==> src/rtl/lock_pkg.sv <==
package lock_pkg;
  typedef enum logic [1:0] {
    MODE_REST = 2'd0,
    MODE_PROG = 2'd1,
    MODE_OPEN = 2'd2,
    MODE_ERR  = 2'd3
  } lock_mode_e;

  function automatic logic digit_to_bit(input logic [3:0] digit, input int unsigned thresh);
    return (int'(digit) < int'(thresh));
  endfunction
endpackage

==> src/rtl/lock_code_gen.sv <==
module lock_code_gen #(
  parameter int unsigned NUM_DIGITS = 4,
  parameter int unsigned DIGIT_W    = 4,
  parameter int unsigned THRESH     = 5,
  parameter logic [NUM_DIGITS*DIGIT_W-1:0] DIGITS = 16'h0864
) (
  output logic [NUM_DIGITS-1:0] code_o
);
  // code_o[k] is the k-th bit entered; digit 0 sits in the top nibble
  for (genvar k = 0; k < NUM_DIGITS; k++) begin : g_bit
    localparam int unsigned LSB = (NUM_DIGITS - 1 - k) * DIGIT_W;
    assign code_o[k] = lock_pkg::digit_to_bit(DIGITS[LSB +: DIGIT_W], THRESH);
  end
endmodule

==> src/rtl/lock_step_ctrl.sv <==
module lock_step_ctrl
  import lock_pkg::*;
#(
  parameter int unsigned NUM_DIGITS = 4,
  localparam int unsigned IDX_W = $clog2(NUM_DIGITS + 1)
) (
  input  logic                  clk_i,
  input  logic                  rst_ni,
  input  logic [NUM_DIGITS-1:0] code_i,
  input  logic                  bit_i,
  input  logic                  bit_valid_i,
  output lock_mode_e            mode_o
);
  localparam logic [IDX_W-1:0] LAST = IDX_W'(NUM_DIGITS - 1);

  lock_mode_e       mode_q, mode_d;
  logic [IDX_W-1:0] idx_q, idx_d;
  logic             legal;
  logic             match;

  // rest holds idx 0; partial entry holds idx 1..LAST
  always_comb begin
    unique case (mode_q)
      MODE_REST: legal = (idx_q == '0);
      MODE_PROG: legal = (idx_q != '0) && (idx_q <= LAST);
      default:   legal = 1'b1;
    endcase
  end

  assign match = legal && (bit_i == code_i[idx_q]);

  always_comb begin
    mode_d = mode_q;
    idx_d  = idx_q;
    if (!legal) begin
      mode_d = MODE_REST;
      idx_d  = '0;
    end else begin
      unique case (mode_q)
        MODE_REST, MODE_PROG: begin
          if (bit_valid_i) begin
            if (!match) begin
              mode_d = MODE_ERR;
              idx_d  = '0;
            end else if (idx_q == LAST) begin
              mode_d = MODE_OPEN;
              idx_d  = '0;
            end else begin
              mode_d = MODE_PROG;
              idx_d  = idx_q + 1'b1;
            end
          end
        end
        default: begin
          mode_d = MODE_REST;
          idx_d  = '0;
        end
      endcase
    end
  end

  always_ff @(posedge clk_i or negedge rst_ni) begin
    if (!rst_ni) begin
      mode_q <= MODE_REST;
      idx_q  <= '0;
    end else begin
      mode_q <= mode_d;
      idx_q  <= idx_d;
    end
  end

  assign mode_o = mode_q;


  hold_when_idle_chk: assert property (@(posedge clk_i) disable iff (!rst_ni)
    (!bit_valid_i && legal && (mode_q == MODE_REST || mode_q == MODE_PROG))
      |=> ($stable(mode_q) && $stable(idx_q)));


  mismatch_to_err_chk: assert property (@(posedge clk_i) disable iff (!rst_ni)
    (bit_valid_i && legal && (mode_q == MODE_REST || mode_q == MODE_PROG) && !match)
      |=> (mode_q == MODE_ERR));


  advance_chk: assert property (@(posedge clk_i) disable iff (!rst_ni)
    (bit_valid_i && match && (mode_q == MODE_REST || mode_q == MODE_PROG) && idx_q != LAST)
      |=> (mode_q == MODE_PROG && idx_q == $past(idx_q) + 1'b1));
endmodule

==> src/rtl/lock_flag_dec.sv <==
module lock_flag_dec
  import lock_pkg::*;
(
  input  lock_mode_e mode_i,
  output logic       unlock_o,
  output logic       error_o
);
  always_comb begin
    unlock_o = 1'b0;
    error_o  = 1'b0;
    unique case (mode_i)
      MODE_OPEN: unlock_o = 1'b1;
      MODE_ERR:  error_o  = 1'b1;
      default: ;
    endcase
  end
endmodule

==> src/rtl/serial_code_lock.sv <==
module serial_code_lock
  import lock_pkg::*;
#(
  parameter int unsigned NUM_DIGITS = 4,
  parameter int unsigned DIGIT_W    = 4,
  parameter int unsigned THRESH     = 5,
  parameter logic [NUM_DIGITS*DIGIT_W-1:0] DIGITS = 16'h0864
) (
  input  logic clk_i,
  input  logic rst_ni,
  input  logic bit_i,
  input  logic bit_valid_i,
  output logic unlock_o,
  output logic error_o
);
  logic [NUM_DIGITS-1:0] code;
  lock_mode_e            mode;

  lock_code_gen #(
    .NUM_DIGITS(NUM_DIGITS),
    .DIGIT_W   (DIGIT_W),
    .THRESH    (THRESH),
    .DIGITS    (DIGITS)
  ) u_code (
    .code_o(code)
  );

  lock_step_ctrl #(
    .NUM_DIGITS(NUM_DIGITS)
  ) u_step (
    .clk_i      (clk_i),
    .rst_ni     (rst_ni),
    .code_i     (code),
    .bit_i      (bit_i),
    .bit_valid_i(bit_valid_i),
    .mode_o     (mode)
  );

  lock_flag_dec u_dec (
    .mode_i  (mode),
    .unlock_o(unlock_o),
    .error_o (error_o)
  );


  unlock_pulse_chk: assert property (@(posedge clk_i) disable iff (!rst_ni)
    unlock_o |=> (!unlock_o && !error_o));


  err_return_chk: assert property (@(posedge clk_i) disable iff (!rst_ni)
    error_o |=> (!error_o && !unlock_o));


  open_needs_bit_chk: assert property (@(posedge clk_i) disable iff (!rst_ni)
    $rose(unlock_o) |-> $past(bit_valid_i));
endmodule

==> config.mk <==
export PLATFORM = sky130hd
export DESIGN_NAME = serial_code_lock
export DESIGN_NICKNAME = d
export VERILOG_FILES = /design/src/rtl/lock_pkg.sv /design/src/rtl/lock_code_gen.sv /design/src/rtl/lock_step_ctrl.sv /design/src/rtl/lock_flag_dec.sv /design/src/rtl/serial_code_lock.sv
export SDC_FILE = /design/constraint.sdc
export NUM_CORES = 1
export LEC_CHECK = 0
export BUFFER_PORTS_ARGS = -buffer_cell sky130_fd_sc_hd__buf_2
export CAP_MARGIN = 30
export CORE_AREA = 4 4 41 43
export CTS_BUF_LIST = sky130_fd_sc_hd__clkbuf_16
export DETAILED_ROUTE_END_ITERATION = 8
export DIE_AREA = 0 0 45 47
export PLACE_DENSITY_LB_ADDON = 0.3
export SETUP_SLACK_MARGIN = 0.3
export SLEW_MARGIN = 20
export SYNTH_ARGS = -nofsm -noshare
export SYNTH_HDL_FRONTEND = slang
export SYNTH_SLANG_ARGS = --single-unit
==> constraint.sdc <==
create_clock -name clk_i -period 4.45 [get_ports clk_i]
set_input_delay 0.89 -clock clk_i [delete_from_list [all_inputs] [get_ports clk_i]]
set_output_delay 0.89 -clock clk_i [all_outputs]
set_load 0.05 [all_outputs]
# After elaboration in Yosys (flattened, before gate mapping)
# Index checks and enable logic that the tools add are counted.
# word_totals
regBits	5
latch_bits	0
ram_bits	0
romBits	0
output_inout_bits	2
n_memories	0
# classes
n_addsub	1
n_mul	0
div	0
order_cmp	2
eq_ne	6
n_shift	0
n_mux	15
bitwise	0
reduce_logical	6
# ops
cell	n
$mux 3	5
$mux 2	5
$eq 2x2->1 const B	2
$add 3x1->3 const B	1
$eq 3x2->1 const B	1
$le 3x2->1 const B	1
$logic_not 3->1	1
$lt 3x3->1 const B	1
$mux 1	3
$ne 3x3->1 const B	1
$reduce_bool 3->1	1
$bmux 1 s2	1
$eq 2x1->1 const B	1
$logic_and 1x1->1	2
$logic_not 2->1	1
$pmux 1 s2	1
$reduce_or 2->1	1
$eq 1x1->1	1

# Depth between registers and ports, before layout
# Gate-level depths: netlist (run 1).
# depth
depth_word	8
depth_mapped	5
ltp_nobuf	5

# Hierarchy
# Synthesis (run 1) repeated with hierarchy kept, for this count alone.
# unflattened
hier_cells	36
hier_area_um2	356.6
# by_module_without_submodules
module	n_inst	cells_per_inst	area_per_inst_um2	seq_area_each_um2
lock_step_ctrl	1	28	302.8	125.1
lock_code_gen	1	6	37.5	0.0
lock_flag_dec	1	2	16.3	0.0

# Worst setup path before layout (run 1)
# No wires, ideal clock.
# synth_timing
path_kind	register to output
startpoint	register u_step.mode_q[0] (netlist: u_step.mode_o[0])
endpoint	output unlock_o
arrival_ns	1.095
required_time_ns	3.560
setup_slack_ns	2.465
path_stages_with_launch	2
cell_sequence	dfrtp_1 -> nor2b_1
# synth_between
elab_chain_len	2
# synth_lines
element	line_no	text
from (decl)	lock_step_ctrl.sv:16	lock_mode_e mode_q, mode_d;
from (signal assigned)	lock_step_ctrl.sv:67	mode_q <= mode_d;
$eq 2x2->1	lock_flag_dec.sv:11	unique case (mode_i)
$mux 1	lock_flag_dec.sv:11	
to (decl)	serial_code_lock.sv:13	output logic unlock_o,
# No other way between the ends.

# Worst setup path in the final report (run 1)
# layout_timing
startpoint	register u_step.mode_q[0] (netlist: u_step.mode_o[0])
endpoint	output error_o
# layout_between
elab_chain_len	2
# layout_lines
element	line_no	text
$eq 2x2->1	lock_flag_dec.sv:11	
$mux 1	lock_flag_dec.sv:11	
to (decl)	serial_code_lock.sv:14	output logic error_o
# No other way between the ends.

==> flow_summary.ini, run 1 <==
[run_status]
outcome = completed

[global_routing]
overflow = 0
grt_pass1_vias = 215
antenna_found_initial = 0
grt_pass1_wl_um = 890
grt_usage_pct = 6.35
grt_start_max_net_pins = 8

[critical_path]
ff2ff_path_depth = 5
crit_chain = and2_1 -> buf_2
slowest_delay_ns = 0.39
crit_arrival_ns = 1.00
crit_path_top_delay_cell = dfrtp_1
setup.worst_path.class = reg -> out
crit_fanout = 4
worstSetupEndpointType = output port
critPathRequiredTime_ns = 3.56
cp-start-kind = flip-flop

[die]
ioPinCount = 6
core_area_mm2 = 0.00130
row_count = 13
start_util_pct = 22.2
fp.dieW_um = 45
fp.dieH_um = 47
dieArea_mm2 = 0.00212

[timing]
setup_viol = 0
period_share_pct = 42.5
fin_skew_ns = 0.000815
finalHoldViolCount = 0
tns_ns = 0
tightest_slew_ns = 0.588
fmax_mhz = 529
period_minus_slack_ns = 1.89
relSlewSlack_pct = 60.2
rsz0062_at_grt = no
final_max_slew_viol_count = 0

[clocking]
clk_latency_ns = 0.22
numClockSinks = 5
path_clk_slew_ns = 0.03
cts-hold-fix-buffers = 0
ctsResizeCount = 0
cts_tree = built
cts_made_buffers = 3
htree_levels = 1
root_buffer = clkbuf_16
clock_path_buffers = 2
post-cts-setup-buffers = 0

[power_and_ir_drop]
p_total_w = 0.000221
p_leak_nw = 0.193
power_density_mw_per_mm2 = 537
max-vdd-ir-drop_mv = 0.331

[synth]
synth_top_family_by_area = simple AND/OR/NAND/NOR gates
synth-xor-area-share_pct = 6.06
synthesis.area_um2 = 289
ys_seq_area_share_pct = 43.3
ys.flop_type = dfrtp_1
synth_edf_count = 0
async_reset_ff_share_pct = 100
synthAdderAreaFrac_pct = 8.66
synthCells = 29
yosys.cell_types.count = 18
yosysWarnings = 0
syn_nets = 35
synth_simple_gate_area_share_pct = 28.6
synth_compound_area_share_pct = 9.52
synth_area_per_cell_um2 = 9.97
synth.area.mux_share_pct = 0
synth-seq-cells = 5

[drt]
wl_per_cell_um = 8.98
drtPass1Iterations = 1
drc = 0
routed-via-count = 219
vias_per_cell = 4.13
drt_iter0_drc = 0
routed_wl_um = 476
postRouteAntennaNets = 0

[placed_design]
gp_congestion = 0.635
portBuffers = 5
placed_area_um2 = 333
placed_cells = 49
dpl.hpwl_um = 385

[cells_and_area]
finalNonFillerCells = 53
antenna_cells = 0
nets = 45
regArea_um2 = 125
nFillCells = 150
syn_to_final_growth_pct = 42.4
multi_input_area_um2 = 156
stdcell_area_um2 = 412
layout-drive-gt1-share_pct = 28.9
utilization_pct = 31.6

[min_path]
hold_class = in -> async

[run]
max_cap_viol_count = 0
cell usage after synthesis (2+ instances only):
library cell	n	share of area, %
inv_1	2	2.6
nor2_1	3	3.9
o21ai_0	2	3.5
dfrtp_1	5	43
nor2b_1	3	6.5
ha_1	2	8.7
layout by cell type (no fill, tap or decap), drive strengths merged:
master  synthesis  routed
nand2b          1       1
and2            1       1
and3b           1       1
nand2           1       1
nor3            1       1
inv             2       3
o21ai           2       2
xnor2           1       1
nor2            3       3
nand3b          1       1
o311ai          1       1
or4b            1       1
dfrtp           5       5
a21oi           1       1
buf             0       5
clkbuf          0       3
xor2            1       1
ha              2       2
conb            1       1
nor2b           3       3
critical path, delay by kind of cell, from the launching register on:
kind | cells | cell delay (ns)
buffers and inverters | 1 | 0.25
flip-flops | 1 | 0.39
AND/OR/NAND/NOR | 1 | 0.14
worst paths after layout:
check                                 start                to  slack (ns)
max                        u_step.mode_o[0]           error_o        2.56
min                                  rst_ni   u_step.idx_q[2]        0.47
max reg2reg                 u_step.idx_q[0]   u_step.idx_q[0]        2.79
min reg2reg                u_step.mode_o[0]  u_step.mode_o[0]        0.60
max in group asynchronous            rst_ni   u_step.idx_q[0]        3.85
min in group clk_i         u_step.mode_o[0]  u_step.mode_o[0]        0.60
power by group:
part	total, W	switching [W]	internal, W
combinational	0.0000254	0.0000144	0.0000110
clock	0.000142	0.0000260	0.000116
sequential	0.0000537	0.00000402	0.0000497
stage by stage:
stage / hold slack (ns) / setup WS [ns]
finish: 0.472 / 2.56
global route: 0.480 / 2.47
CTS: 0.474 / 2.54
detailed placement: 0.600 / 2.59
global placement: 0.592 / 2.58
floorplan: 0.560 / 2.47
logic make-up (layout without fill, tap and decap cells):
kind of cell / count (synthesis) / in the layout
AO/OA/AOI/OAI: 4 / 4
XOR/XNOR: 2 / 2
adder cells (fa/ha/maj): 2 / 2
buffers and inverters: 2 / 11
flip-flops: 5 / 5
other: 1 / 1
AND/OR/NAND/NOR: 13 / 13
state kept, by name (all words and copies together) (netlist names):
| signal | cells |
|---|---|
| u_step.idx_q | 3 |
| u_step.mode_o | 2 |
layer usage:
| metal | vias up | track usage, % | share of wire [%] |
|---|---|---|---|
| met1 | 99 | 7.85 | 49 |
| met5 | - | 0 | 0 |
| met3 | 0 | 5.75 | 11 |
| met2 | 6 | 8.76 | 41 |
| met4 | 0 | 0 | 0 |
| li1 | 114 | - | - |
layout make-up:
type                    count  area share (%)
clock buffers               3            18.2
well taps                  15            4.56
multi-input cells          22            38.0
clock inverters             1           0.912
inverters                   2            1.82
repair buffers              5            6.08
flip-flops and latches      5            30.4
Note: power is estimated with default switching activity, not from simulation.
==> inputs of run 2 (changes only) <==
--- a/config.mk
+++ b/config.mk
@@ -5,6 +5,7 @@
 export SDC_FILE = /design/constraint.sdc
 export NUM_CORES = 1
 export LEC_CHECK = 0
+export ABC_AREA = 1
 export BUFFER_PORTS_ARGS = -buffer_cell sky130_fd_sc_hd__buf_2
 export CAP_MARGIN = 30
 export CORE_AREA = 4 4 41 43
==> constraint.sdc (replaced) <==
create_clock -name clk_i -period 1.97 [get_ports clk_i]
set_input_delay 0.394 -clock clk_i [delete_from_list [all_inputs] [get_ports clk_i]]
set_output_delay 0.394 -clock clk_i [all_outputs]
set_load 0.05 [all_outputs]
==> flow_summary.ini, run 2 <==
[run_status]
outcome = completed

[timing]
rsz0062_at_grt = no
final_max_slew_viol_count = 0
period_minus_slack_ns = 1.41
tns_ns = 0
period_share_pct = 71.3
setup_viol = 0
fmax_mhz = 712
finalHoldViolCount = 0
fin_skew_ns = 0.00229

[critical_path]
crit_arrival_ns = 1.01
setup.worst_path.class = reg -> out
slowest_delay_ns = 0.42
crit_chain = nor2_1 -> buf_2
worst-path-buf-inv = 1
timing.rr.start = u_step.idx_q[0]
critPathRequiredTime_ns = 1.58
cp-start-kind = flip-flop
crit_family = flip-flops
worstSetupEndpointType = output port
crit_path_top_delay_cell = dfrtp_1
cp-startpoint = u_step.mode_o[0]
crit_fanout = 5

[synth]
yosysWarnings = 0
async_reset_ff_share_pct = 100
synthesis.area_um2 = 344
synth_area_per_cell_um2 = 7.32
synth.top_cells.by_count = 12 x nand2_1, 8 x inv_1, 6 x nor2_1
yosysMostFrequentCell = nand2_1
syn_nets = 53
yosys.cell_types.count = 14
synth_edf_count = 0
synth-seq-cells = 5
synth_top_area_cell = dfrtp_1
ys.flop_type = dfrtp_1
synthCells = 47
ys_seq_area_share_pct = 36.4
yosysTopAreaCellShare_pct = 36.4
synthTopCellsByArea = dfrtp_1 36%, nand2_1 13%, inv_1 8.7%

[die]
core_area_mm2 = 0.00130
fp.dieW_um = 45
row_count = 13
fp.dieH_um = 47
ioPinCount = 6
start_util_pct = 26.4
dieArea_mm2 = 0.00212

[power_and_ir_drop]
seqPwrFrac_pct = 21.8
p_leak_nw = 0.268
p_total_w = 0.000637
power_density_mw_per_mm2 = 1340
pwr-share-clk_pct = 50.9
p_switching_w = 0.000201
switching_share_pct = 31.5
max-vdd-ir-drop_mv = 0.642
pwr-share-comb_pct = 27.3
p_int_w = 0.000436

[clocking]
root_buffer = clkbuf_16
cts_made_buffers = 3
numClockSinks = 5
clock_path_buffers = 2
path_clk_slew_ns = 0.03
post-cts-setup-buffers = 0
cts_tree = built
clk_latency_ns = 0.23
htree_levels = 1

[global_routing]
grt_pass1_wl_um = 1190
antenna_found_initial = 0
overflow = 0
grt_start_max_net_pins = 6
grt_usage_pct = 8.41
grt_pass1_vias = 276

[cells_and_area]
largest_reg_flops = 3
final_common_cell = nand2_1
nets = 64
utilization_pct = 36.6
finalNonFillerCells = 72
syn_to_final_growth_pct = 38.5
antenna_cells = 0
stdcell_area_um2 = 477
layout-drive-gt1-share_pct = 28.1
final_cell_mix = 12 x nand2_1, 9 x inv_1, 6 x nor2_1
regArea_um2 = 125
top_register = u_step.idx_q
nFillCells = 147
multi_input_area_um2 = 181

[drt]
drc = 0
vias_per_cell = 4.00
routed-via-count = 288
postRouteAntennaNets = 0
routed_wl_um = 679
drt_iter0_drc = 8
drtPass1Iterations = 4
wl_per_cell_um = 9.43

[placed_design]
gp_congestion = 0.802
placed_area_um2 = 388
placed_cells = 67
portBuffers = 5
dpl.hpwl_um = 560

[min_path]
hold_start = bit_i
hold_class = in -> reg

[run]
max_cap_viol_count = 0
-- run 2: cell type report --
type,count,area share (%)
Clock inverter,1,0.787
Inverter,10,7.87
Tap cell,15,3.94
Clock buffer,3,15.7
Sequential cell,5,26.2
Timing Repair Buffer,6,7.35
Multi-Input combinational cell,32,38.1
-- run 2: worst paths after layout --
check                                   end  slack (ns)  cells past startpoint
max reg2reg                u_step.mode_o[0]        0.58                      6
min in group asynchronous  u_step.mode_o[0]        0.51                      2
max                                unlock_o        0.56                      2
min                         u_step.idx_q[1]        0.44                      4
min reg2reg                 u_step.idx_q[1]        0.54                      2
max in group asynchronous  u_step.mode_o[1]        1.32                      2
-- run 2: layer usage --
layer,vias up,GRT usage (%),wire length [um]
li1,157,-,-
met1,126,9.91,319
met2,5,11.9,339
met4,0,7.02,0
met3,0,3.45,19
met5,-,0,0
-- run 2: power by group through the flow --
stage               clock (W)  sequential (W)  combinational, W
floorplan                   0        0.000135          0.000140
CTS                  0.000330        0.000139          0.000177
global placement            0        0.000138          0.000170
global route         0.000342        0.000141          0.000192
detailed placement          0        0.000139          0.000174
finish               0.000324        0.000139          0.000174
-- run 2: what timing repair did --
item	in CTS	in global routing
hold endpoints to repair	5	0
hold buffers	1	0
resized for setup	0	0
-- run 2: per-stage QoR --
step	hold slack, ns	worst slack, ns
3_5_place_dp	0.215	0.587
6_report	0.437	0.565
4_1_cts	0.438	0.554
5_1_grt	0.483	0.441
2_1_floorplan	0.0984	0.512
3_3_place_gp	0.211	0.661
-- run 2: cell families after synthesis --
group | Yosys count | synth area share (%)
xor gates and xnor gates | 1 | 2.55
adders and majority gates | 2 | 7.27
buffers and inverters | 10 | 10.9
DFF | 5 | 36.4
other | 1 | 1.09
and+or+nand+nor | 28 | 41.8
-- run 2: tightest hold or removal path: stages --
cell	delay [ns]
buf_2	0.09
nor2_1	0.04
nand2_1	0.05
nand2_1	0.04
==> inputs of run 3 (changes only) <==
==> constraint.sdc (replaced) <==
create_clock -name clk_i -period 1.23 [get_ports clk_i]
set_input_delay 0.246 -clock clk_i [delete_from_list [all_inputs] [get_ports clk_i]]
set_output_delay 0.246 -clock clk_i [all_outputs]
set_load 0.05 [all_outputs]
==> flow_summary.ini, run 3 (synthesized netlist as in run 2, its figures left out) <==
[run_status]
outcome = complete, but fails checks
violations = setup timing

[drt]
postRouteAntennaNets = 0
wl_per_cell_um = 9.38
vias_per_cell = 4.10
routed_wl_um = 741
drc = 0
routed-via-count = 324
drtPass1Iterations = 4
drt_iter0_drc = 2

[critical_path]
cp-start-kind = flip-flop
crit_arrival_ns = 1.45
setup.worst_path.class = reg -> reg
crit_fanout = 4
worstSetupEndpointType = flip-flop
critPathRequiredTime_ns = 1.39

[die]
core_area_mm2 = 0.00130
fp.dieW_um = 45
ioPinCount = 6
fp.dieH_um = 47
start_util_pct = 26.4
dieArea_mm2 = 0.00212
row_count = 13

[global_routing]
antenna_found_initial = 0
grt_usage_pct = 9.30
grt_pass1_vias = 346
grt_pass1_wl_um = 1320
overflow = 0
grt_start_max_net_pins = 6

[cells_and_area]
final_cell_mix = 10 x nand2_1, 7 x buf_4, 5 x inv_2, 5 x inv_1, 4 x dfrtp_1
stdcell_area_um2 = 598
layout-drive-gt1-share_pct = 57.8
top_register = u_step.idx_q
final_common_cell = nand2_1
nets = 71
syn_to_final_growth_pct = 73.8
largest_reg_flops = 3
antenna_cells = 0

[timing]
rsz0062_at_grt = yes
final_max_slew_viol_count = 0
fin_skew_ns = 0.000215
tns_ns = -0.175
period_share_pct = 105
setup_viol = 4
period_minus_slack_ns = 1.29
setup_ws_ns = -0.0612
finalHoldViolCount = 0
fmax_mhz = 774

[placed_design]
placed_area_um2 = 419
pre_cts_slack_ns = -0.0876
dpl.hpwl_um = 509
portBuffers = 5
gp_congestion = 0.767

[power_and_ir_drop]
p_leak_nw = 0.295
power_density_mw_per_mm2 = 1960
max-vdd-ir-drop_mv = 1.57
p_total_w = 0.00117

[clocking]
path_clk_slew_ns = 0.03
cts_made_buffers = 3
clk_latency_ns = 0.23
cts_tree = built
root_buffer = clkbuf_16
htree_levels = 1
clock_path_buffers = 2
numClockSinks = 5

[run]
max_cap_viol_count = 0

[min_path]
hold_class = in -> reg
## run 3: cell types whose count changed in the layout (fill, tap and decap cells not counted), moves of 2 or more
cell,previous run,this run
inv_2,2,5
inv_1,9,5
nand3_2,1,3
nor2_1,6,3
nand3_1,4,2
nor2_2,1,3
buf_4,0,7
nand2_1,12,10
nand2_2,1,3
buf_2,5,3
## run 3: path summary, 6_finish.rpt
path,from,slack (ns),end,cells past startpoint
max,u_step.idx_q[1],-0.06,u_step.idx_q[0],10
min,bit_i,0.31,u_step.idx_q[1],4
max reg2reg,u_step.idx_q[1],-0.06,u_step.idx_q[0],10
min reg2reg,u_step.mode_o[0],0.63,u_step.mode_o[0],3
max in group asynchronous,rst_ni,0.73,u_step.mode_o[0],2
min in group asynchronous,rst_ni,0.36,u_step.idx_q[2],2
## run 3: critical path, stage by stage, from the launching register on
cell,delay (ns)
dfrtp_1,0.40
inv_2,0.09
ha_4,0.15
nand3_2,0.07
nand2_2,0.08
inv_2,0.04
nand2_4,0.09
nand2_2,0.05
nor2_2,0.11
nand2_1,0.07
nand2_1,0.06
## run 3: cell type report
cell class	count	area (um^2)
flip-flops and latches	5	126
inverters	10	41.3
repair buffers	13	104
fillers	128	703
clock inverters	1	3.75
well taps	15	18.8
clock buffers	3	75.1
multi-input cells	32	229
## run 3: power by group
part	leakage (nW)	total (W)	internal, W	switching [W]
Sequential	0.0643	0.000224	0.000195	0.0000293
Combinational	0.188	0.000424	0.000185	0.000239
Clock	0.0423	0.000524	0.000421	0.000104
## run 3: metal layers
layer / part of all wire [%] / global-route usage, %
met4: 2.2 / 7.02
met5: 0 / 0
met1: 37 / 8.33
met3: 4.2 / 4.60
met2: 56 / 16.1
## run 3: timing repair
| action | in CTS | in global routing |
|---|---|---|
| pin swaps | 5 | 11 |
| buffers inserted | 3 | 1 |
| hold buffers | 1 | 0 |
| endpoints found under the hold margin | 5 | 0 |
| gates resized for setup | 13 | 5 |
| setup endpoints to repair | 6 | 6 |
## run 3: per-stage QoR
stage,utilization (%),instances,hold WS [ns]
final,46.0,79,0.313
after detailed placement,32.2,70,0.0636
after global placement,32.2,70,0.0616
after floorplan,-,47,-0.0496
after global routing,46.0,79,0.344
after CTS,44.2,78,0.311
